[src/rtl/uart_fifo_irq.sv]
module uart_fifo_irq #(
  parameter int DEPTH = 16  // power of two
) (
  input  logic       clk,
  input  logic       rst_n,
  input  logic       reg_wr,
  input  logic       reg_rd,
  input  logic [2:0] reg_addr,
  input  logic [7:0] reg_wdata,
  output logic [7:0] reg_rdata,
  output logic       tx_valid,
  output logic [7:0] tx_data,
  input  logic       tx_ready,
  input  logic       rx_valid,
  input  logic [7:0] rx_data,
  output logic       irq
);
  localparam int PW = $clog2(DEPTH);
  localparam int CW = PW + 1;
  localparam logic [CW-1:0] LV0 = CW'(1);
  localparam logic [CW-1:0] LV1 = CW'(DEPTH / 4);
  localparam logic [CW-1:0] LV2 = CW'(DEPTH / 2);
  localparam logic [CW-1:0] LV3 = CW'(DEPTH - 2);

  logic [7:0]    tx_mem [DEPTH];
  logic [7:0]    rx_mem [DEPTH];
  logic [PW-1:0] tx_wp, tx_rp, rx_wp, rx_rp;
  logic [CW-1:0] tx_cnt, rx_cnt, cap, level;
  logic          fifo_en, thre_pend, tx_ovf, rx_ovr;
  logic [1:0]    trig, ier;
  logic [7:0]    iir, lsr;
  logic          unused_bits;

  wire wr_data = reg_wr && reg_addr == 3'd0;
  wire wr_ier  = reg_wr && reg_addr == 3'd1;
  wire wr_fcr  = reg_wr && reg_addr == 3'd2;
  wire rd_data = reg_rd && reg_addr == 3'd0;
  wire rd_iir  = reg_rd && reg_addr == 3'd2;
  wire rd_lsr  = reg_rd && reg_addr == 3'd3;

  assign cap = fifo_en ? CW'(DEPTH) : CW'(1);
  wire tx_full = tx_cnt >= cap;
  wire rx_full = rx_cnt >= cap;
  wire thre    = tx_cnt == '0;
  wire rx_any  = rx_cnt != '0;

  assign tx_valid = !thre;
  assign tx_data  = tx_mem[tx_rp];

  wire tx_acc = wr_data && !tx_full;
  wire tx_pop = tx_valid && tx_ready;
  wire rx_acc = rx_valid && !rx_full;
  wire rx_pop = rd_data && rx_any;

  wire en_chg = wr_fcr && (reg_wdata[0] != fifo_en);
  wire tx_clr = wr_fcr && (reg_wdata[2] || en_chg);
  wire rx_clr = wr_fcr && (reg_wdata[1] || en_chg);
  wire drained = tx_pop && tx_cnt == CW'(1) && !tx_acc && !tx_clr;

  assign unused_bits = ^reg_wdata[5:3];

  always_comb begin
    level = LV0;
    if (fifo_en)
      case (trig)
        2'd0: level = LV0;
        2'd1: level = LV1;
        2'd2: level = LV2;
        default: level = LV3;
      endcase
  end

  wire src_rx   = ier[0] && rx_cnt >= level;
  wire src_thre = ier[1] && thre_pend;
  assign iir = src_rx ? 8'h04 : (src_thre ? 8'h02 : 8'h01);
  assign irq = src_rx || src_thre;
  assign lsr = {1'b0, tx_ovf, thre, 3'b000, rx_ovr, rx_any};

  always_comb begin
    case (reg_addr)
      3'd0:    reg_rdata = rx_any ? rx_mem[rx_rp] : 8'h00;
      3'd1:    reg_rdata = {6'b0, ier};
      3'd2:    reg_rdata = iir;
      3'd3:    reg_rdata = lsr;
      default: reg_rdata = 8'h00;
    endcase
  end

  always_ff @(posedge clk) begin
    if (tx_acc) tx_mem[tx_wp] <= reg_wdata;
    if (rx_acc) rx_mem[rx_wp] <= rx_data;
  end

  always_ff @(posedge clk) begin
    if (!rst_n) begin
      tx_wp <= '0; tx_rp <= '0; tx_cnt <= '0;
    end else if (tx_clr) begin
      tx_wp <= '0; tx_rp <= '0; tx_cnt <= '0;
    end else begin
      if (tx_acc) tx_wp <= tx_wp + PW'(1);
      if (tx_pop) tx_rp <= tx_rp + PW'(1);
      tx_cnt <= tx_cnt + CW'(tx_acc) - CW'(tx_pop);
    end
  end

  always_ff @(posedge clk) begin
    if (!rst_n) begin
      rx_wp <= '0; rx_rp <= '0; rx_cnt <= '0;
    end else if (rx_clr) begin
      rx_wp <= '0; rx_rp <= '0; rx_cnt <= '0;
    end else begin
      if (rx_acc) rx_wp <= rx_wp + PW'(1);
      if (rx_pop) rx_rp <= rx_rp + PW'(1);
      rx_cnt <= rx_cnt + CW'(rx_acc) - CW'(rx_pop);
    end
  end

  always_ff @(posedge clk) begin
    if (!rst_n) begin
      fifo_en <= 1'b0; trig <= 2'b00; ier <= 2'b00;
      thre_pend <= 1'b0; tx_ovf <= 1'b0; rx_ovr <= 1'b0;
    end else begin
      if (wr_fcr) begin
        fifo_en <= reg_wdata[0];
        trig    <= reg_wdata[7:6];
      end
      if (wr_ier) ier <= reg_wdata[1:0];
      if (drained) thre_pend <= 1'b1;
      else if (wr_data || (rd_iir && iir == 8'h02)) thre_pend <= 1'b0;
      if (wr_data && tx_full) tx_ovf <= 1'b1;
      else if (rd_lsr) tx_ovf <= 1'b0;
      if (rx_valid && rx_full) rx_ovr <= 1'b1;
      else if (rd_lsr) rx_ovr <= 1'b0;
    end
  end

  // occupancy never exceeds the active capacity
  p_cap_r2: assert property (@(posedge clk) disable iff (!rst_n)
    tx_cnt <= cap && rx_cnt <= cap);
  // write to a full transmit FIFO raises the sticky flag
  p_tx_ovf_r2: assert property (@(posedge clk) disable iff (!rst_n)
    wr_data && tx_cnt >= cap && !rd_lsr |=> lsr[6]);
  // arrival at a full receive FIFO raises the sticky flag
  p_rx_ovr_r3: assert property (@(posedge clk) disable iff (!rst_n)
    rx_valid && rx_cnt >= cap && !rd_lsr |=> lsr[1]);
  // an accepted write leaves the transmit side non-empty
  p_thre_clr_r5: assert property (@(posedge clk) disable iff (!rst_n)
    wr_data && !tx_full && !tx_clr |=> !lsr[5]);
  // the final byte leaving marks the drained event
  p_drain_r6: assert property (@(posedge clk) disable iff (!rst_n)
    tx_valid && tx_ready && tx_cnt == CW'(1) && !wr_data && !wr_fcr |=> thre_pend);
  // a data write removes a pending drained event unless the last byte leaves alone
  p_wr_clr_r7: assert property (@(posedge clk) disable iff (!rst_n)
    wr_data && !(tx_ready && tx_cnt == CW'(1) && tx_full) |=> !thre_pend);
  // transmit reset empties that FIFO in one clock
  p_tx_rst_r10: assert property (@(posedge clk) disable iff (!rst_n)
    wr_fcr && reg_wdata[2] |=> !tx_valid);
endmodule

[config.mk]
export PLATFORM = sky130hd
export DESIGN_NAME = uart_fifo_irq
export DESIGN_NICKNAME = d
export VERILOG_FILES = /design/src/rtl/uart_fifo_irq.sv
export SDC_FILE = /design/constraint.sdc
export NUM_CORES = 1
export LEC_CHECK = 0
export BUFFER_PORTS_ARGS = -buffer_cell sky130_fd_sc_hd__buf_2
export CAP_MARGIN = 15
export CORE_MARGIN = 2
export CORE_UTILIZATION = 50
export CTS_CLUSTER_DIAMETER = 150
export CTS_CLUSTER_SIZE = 20
export DETAILED_ROUTE_END_ITERATION = 16
export GPL_TIMING_DRIVEN = 0
export MAX_ROUTING_LAYER = met4
export PLACE_DENSITY = 0.8
export SYNTH_ARGS = -nofsm -noshare
export SYNTH_HDL_FRONTEND = slang
export SYNTH_SLANG_ARGS = --single-unit
export TNS_END_PERCENT = 20
[constraint.sdc]
create_clock -name clk -period 3.4 [get_ports clk]
set_input_delay 0.68 -clock clk [delete_from_list [all_inputs] [get_ports clk]]
set_output_delay 0.68 -clock clk [all_outputs]
set_load 0.01 [all_outputs]
Yosys cells after proc, flatten, opt, wreduce, memory -nomap -nowiden
Memory sizes are Yosys's and may differ from the RTL's. A register that Yosys moved wholly into a read port is not among the register bits.
Index checks and enable logic that the tools add are counted.

storage, ports and cells
  bits in writable memories = 256
  memories kept = 2
  flip-flop bits (word level) = 34
  input port bits = 25

operators by class
  reduce and logical (&&, ||, !) cells = 39
  muxes and demuxes = 20
  equal/unequal tests = 8
  bitwise logic cells = 1
  order comparisons = 3
  add/sub/neg operators = 8

memory list
  memory  depth  width  read ports  clocked after Yosys merged registers in  write ports  line  source
  rx_mem  16     8      1           1                                        1            26    logic [7:0] rx_mem [DEPTH];
  tx_mem  16     8      1           1                                        1            25    logic [7:0] tx_mem [DEPTH];

operator list
  kind                                                                    number
  8-bit case mux with 4 select lines                                      1
  1-bit logical AND                                                       21
  4-bit two-way mux                                                       5
  4-bit by 1-bit adder with 4-bit output (second input constant)          4
  5-bit >= comparator                                                     3
  4-bit case mux with 3 select lines                                      1
  5-bit by 1-bit adder with 5-bit output                                  2
  5-bit by 1-bit subtractor with 5-bit output                             2
  3-bit by 2-bit equality test with 1-bit output (second input constant)  3
  1-bit two-way mux                                                       9
  8-bit two-way mux                                                       1
  2-bit nonzero test                                                      3
  5-bit by 1-bit equality test with 1-bit output (second input constant)  1
  1-bit logical NOT                                                       5
  5-bit logical NOT                                                       1
  5-bit two-way mux                                                       1
  5-bit nonzero test                                                      1
  1-bit logical OR                                                        4
  2-bit OR reduction                                                      2
  3-bit by 1-bit equality test with 1-bit output (second input constant)  1
  3-bit logical NOT                                                       1
  3-bit two-way mux                                                       1
  2-bit by 1-bit equality test with 1-bit output (second input constant)  1
  2-bit equality test (second input constant)                             1
  other kinds (4)                                                         4

Logic depth before layout (Yosys ltp)
  depth in word-level cells = 11
  gate-level depth with buffers = 18

Worst setup path before layout
Ideal clock, no wire load.

  path kind = register to register
  from = register fifo_en
  to = register rx_cnt[4]
  period minus slack after synthesis = 3.204 ns
  arrival = 3.087 ns
  cell stages (with the launch flop) = 19
  path slack = 0.196 ns
  path buffers = 2
  cells stage by stage = dfxtp_1 -> inv_1 -> ha_1 -> and3b_1 -> o41ai_2 -> and3_1 -> buf_4 -> buf_2 -> inv_1 -> ha_1 -> inv_1 -> ha_1 -> inv_1 -> fa_1 -> nor2_1 -> nor2_1 -> o21bai_1 -> xnor2_1 -> nor2_1

on the way
  longest elaborated chain between the ends = 6
  elaborated cells between the ends (all ways) = 11

ends and longest elaborated chain
  element                                      line  source
  start: declaration                           29    logic fifo_en, thre_pend, tx_ovf, rx_ovr;
  start signal: assignment                     124   fifo_en <= reg_wdata[0];
  5-bit two-way mux                            41    assign cap = fifo_en ? CW'(DEPTH) : CW'(1);
  5-bit >= comparator                          43    wire rx_full = rx_cnt >= cap;
  1-bit logical NOT                            52    wire rx_acc = rx_valid && !rx_full;
  1-bit logical AND                            52
  5-bit by 1-bit adder with 5-bit output       114   rx_cnt <= rx_cnt + CW'(rx_acc) - CW'(rx_pop);
  5-bit by 1-bit subtractor with 5-bit output  114
  end signal: assignment                       114
  end: declaration                             28    logic [CW-1:0] tx_cnt, rx_cnt, cap, level;

Parallel ways exist; a longest one is shown, timed or not.
A chain may end at the register's enable or synchronous reset.

Worst setup path after layout
  from = register rx_cnt[2]
  to = output reg_rdata[6]

on the way
  longest elaborated chain between the ends = 3

ends and longest elaborated chain
  element                             line  source
  5-bit nonzero test                  45    wire rx_any = rx_cnt != '0;
  8-bit two-way mux                   81    3'd0: reg_rdata = rx_any ? rx_mem[rx_rp] : 8'h00;
  8-bit case mux with 4 select lines  80    case (reg_addr)
  end: declaration                    10    output logic [7:0] reg_rdata,

No other way between the ends.

==> results.md <==
- Startpoint types: flop
- Initial Utilization: between 50% and 60%
- Dominant cell type by area after synthesis: edfxtp_1
- Mapped Cells: between 600 and 700
- Core Footprint: approximately 24000 sq um
- Final ANT Viol Nets: 0
- Via/cell ratio: about 5.8
- CTS Buf Count: 18
- Largest net degree at the start of global routing: 22
- Drt pass-1 iters: 5
- Sequential element share of the synthesized area: a little over two thirds
- Gpl congestion: 0.841
- Total number of vias: between 6000 and 7000
- Post-Place Setup Slack: -0.209 ns
- Sink Count: roughly 300
- #FFs+latches synth: about 300
- Slew Viols, Final: 0
- Die height: about 160 microns
- Tightest Hold Check Type: flop to flop
- Final Worst Setup Slack: -0.0304 ns
- CP max FO: 5
- Relative slew slack: between 30% and 40%
- Setup TNS: -0.0304 ns
- Top FF cell, synth: edfxtp_1
- Net count after synthesis: between 700 and 800
- GRT Util Overall: roughly a fifth
- Area growth, synth to finish: 10.2%
- Period utilisation layout: 101%
- Worst hold slack: between 0.4 and 0.5 ns
- Non-Filler Instances: 1100
- Hold Buf Count CTS: 0
- Skew-Pair Late Insertion Delay: a little over 0.5 ns
- CTS max path bufs: 3
- GRT overflow: 0
- Async SR Flop Fraction: 0%
- Die area: roughly 26000 sq um
- Most frequent cells in the layout: edfxtp_1, mux4_2, buf_2, nor2_1, dfxtp_1
- Commonest non-fill, non-tap cell in the layout: edfxtp_1
- DR DRC count: 0
- Vias in the first global route: around 6600
- WS Path Type: flop to output pin
- ANT cells: 0
- Fin nets: a little over 800
- Post-synth EDFFs: 256
- Post-synth top area share: a little over three fifths
- CP endpoint kind: output pin
- Clock Skew: approximately 0.024 ns
- Failing checks: negative setup slack
- RSZ-0062 raised after global routing: yes
- Clock root cell: clkbuf_16
- Port bufs: 42
- Num rows: 57
- DR WL/cell: 22.3 microns
- Synth Cell Area: 12300 sq um
- Static leakage: 4.43 nW
- First-pass GRT wire length: 37900 microns
- IO Pins: between 40 and 50
- H-tree levels: 1
- WP data required: approximately 2.7 ns
- # Max-Cap Violations: 0
- Max IR drop VDD: approximately 0.42 mV
- Max frequency: approximately 290 MHz
- CTS tree: yes
- DP Wirelength: 16700 microns
- Placed Cells: 1067
- CP arrival: 2.75 ns
- DR iter-0 viols: 563
- Reg clk slew, reported paths: around 0.090 ns
- Die Wd: 161 microns
- Synth cell types: between 50 and 60
- Crit path time final: 3.43 ns
- Drt total wl: approximately 25000 microns
- Top cells by area, synth: edfxtp_1, mux4_2, dfxtp_1, ha_1, mux2i_1
- Initial antenna violation count: 0
- Worst-margin pin slew: between 0.9 and 1 ns
- Layout cell share with drive strength beyond 1: between 20% and 30%
- Yosys Warn Count: 0
- Endpoints failing setup: 1
- Filler cells: between 1500 and 2000
- Pwr Density: about 600 nW/um^2
- Syn_area_per_cell: around 18 sq um
- Status: complete, but fails checks
- Fin. Hold Viols: 0
- Tot Pwr: 8.16 mW
cells by family after synthesis:
logic type / count (synthesis) / share of synthesized area (%)
mux: 94 / 14.9
buf+inv: 60 / 2.05
flops: 298 / 69.4
fa+ha+maj: 36 / 3.79
simple gates: 154 / 6.58
xor+xnor: 19 / 1.35
compound gates: 35 / 1.95
layout make-up:
| type | count | area, sq um | area share (%) |
|---|---|---|---|
| clock inverters | 1 | 16.3 | 0.120 |
| multi-input cells | 338 | 3550 | 26.2 |
| repair buffers | 52 | 275 | 2.03 |
| inverters | 28 | 105 | 0.776 |
| plain buffers | 28 | 149 | 1.10 |
| flip-flops and latches | 298 | 8540 | 63.0 |
| clock buffers | 31 | 509 | 3.76 |
| well taps | 324 | 405 | 2.99 |
repair_timing:
action / CTS / global route
setup endpoints to repair: 17 / 16
pin swaps: 3 / 2
resized for setup: 11 / 13
setup buffers: 4 / 1
state kept, by name, summed over array words and instances (netlist names), named ones only:
register / cells
rx_cnt: 5
rx_ovr: 1
fifo_en: 1
tx_ovf: 1
tx_mem: 128
tx_cnt: 5
thre_pend: 1
ier: 2
rx_wp: 4
trig: 2
rx_mem: 128
tx_wp: 4
tx_rp: 4
rx_rp: 4
Yosys cell counts (all sizes together), types with 2 or more instances:
cell type / n
edfxtp: 256
mux4: 71
nor2: 53
dfxtp: 42
ha: 34
inv: 28
nand2: 25
buf: 20
mux2i: 20
and3: 16
clkbuf: 12
xnor2: 12
nand3: 11
nor2b: 11
a21oi: 9
nor3: 8
o21ai: 7
xor2: 7
nand2b: 5
nand4: 5
and2: 3
mux2: 3
o22ai: 3
or3: 3
a41oi: 2
fa: 2
nor4b: 2
nor4bb: 2
o21bai: 2
or4: 2
per-stage QoR:
step | utilization, % | area (sq um)
floorplan | - | 12300
global placement | 53.2 | 12900
detailed placement | 53.4 | 12900
CTS | 55.8 | 13500
global route | 55.9 | 13600
finish | 55.9 | 13600
critical path, stage by stage, from the launching register on:
cell	delay, ns
dfxtp_2	0.35
inv_1	0.09
ha_1	0.23
nor4b_2	0.19
or4_4	0.49
o311ai_0	0.65
buf_2	0.25
layer usage:
metal / up-vias / track usage [%] / share of wire (%)
met5: - / - / 0
met4: 0 / 4.06 / 2.0
met3: 41 / 2.43 / 4.7
met2: 205 / 34.4 / 51
met1: 3255 / 25.6 / 42
li1: 2843 / - / -
power by group:
| part | switching, mW | leakage [nW] | internal, mW | total [mW] |
|---|---|---|---|---|
| registers | 0.122 | 2.65 | 4.12 | 4.24 |
| clock network | 1.12 | 0.250 | 1.03 | 2.15 |
| logic | 0.900 | 1.53 | 0.870 | 1.77 |
| total | 2.14 | 4.43 | 6.02 | 8.16 |
final timing paths:
check / startpoint / endpoint / slack (ns) / depth (start not counted)
setup / recovery: rx_cnt[2] / reg_rdata[6] / -0.03 / 6
hold / removal: tx_ovf / tx_ovf / 0.49 / 2
setup reg to reg: fifo_en / rx_cnt[4] / 0.14 / 17
hold reg to reg: tx_ovf / tx_ovf / 0.49 / 2
(Power assumes the default switching activity.)
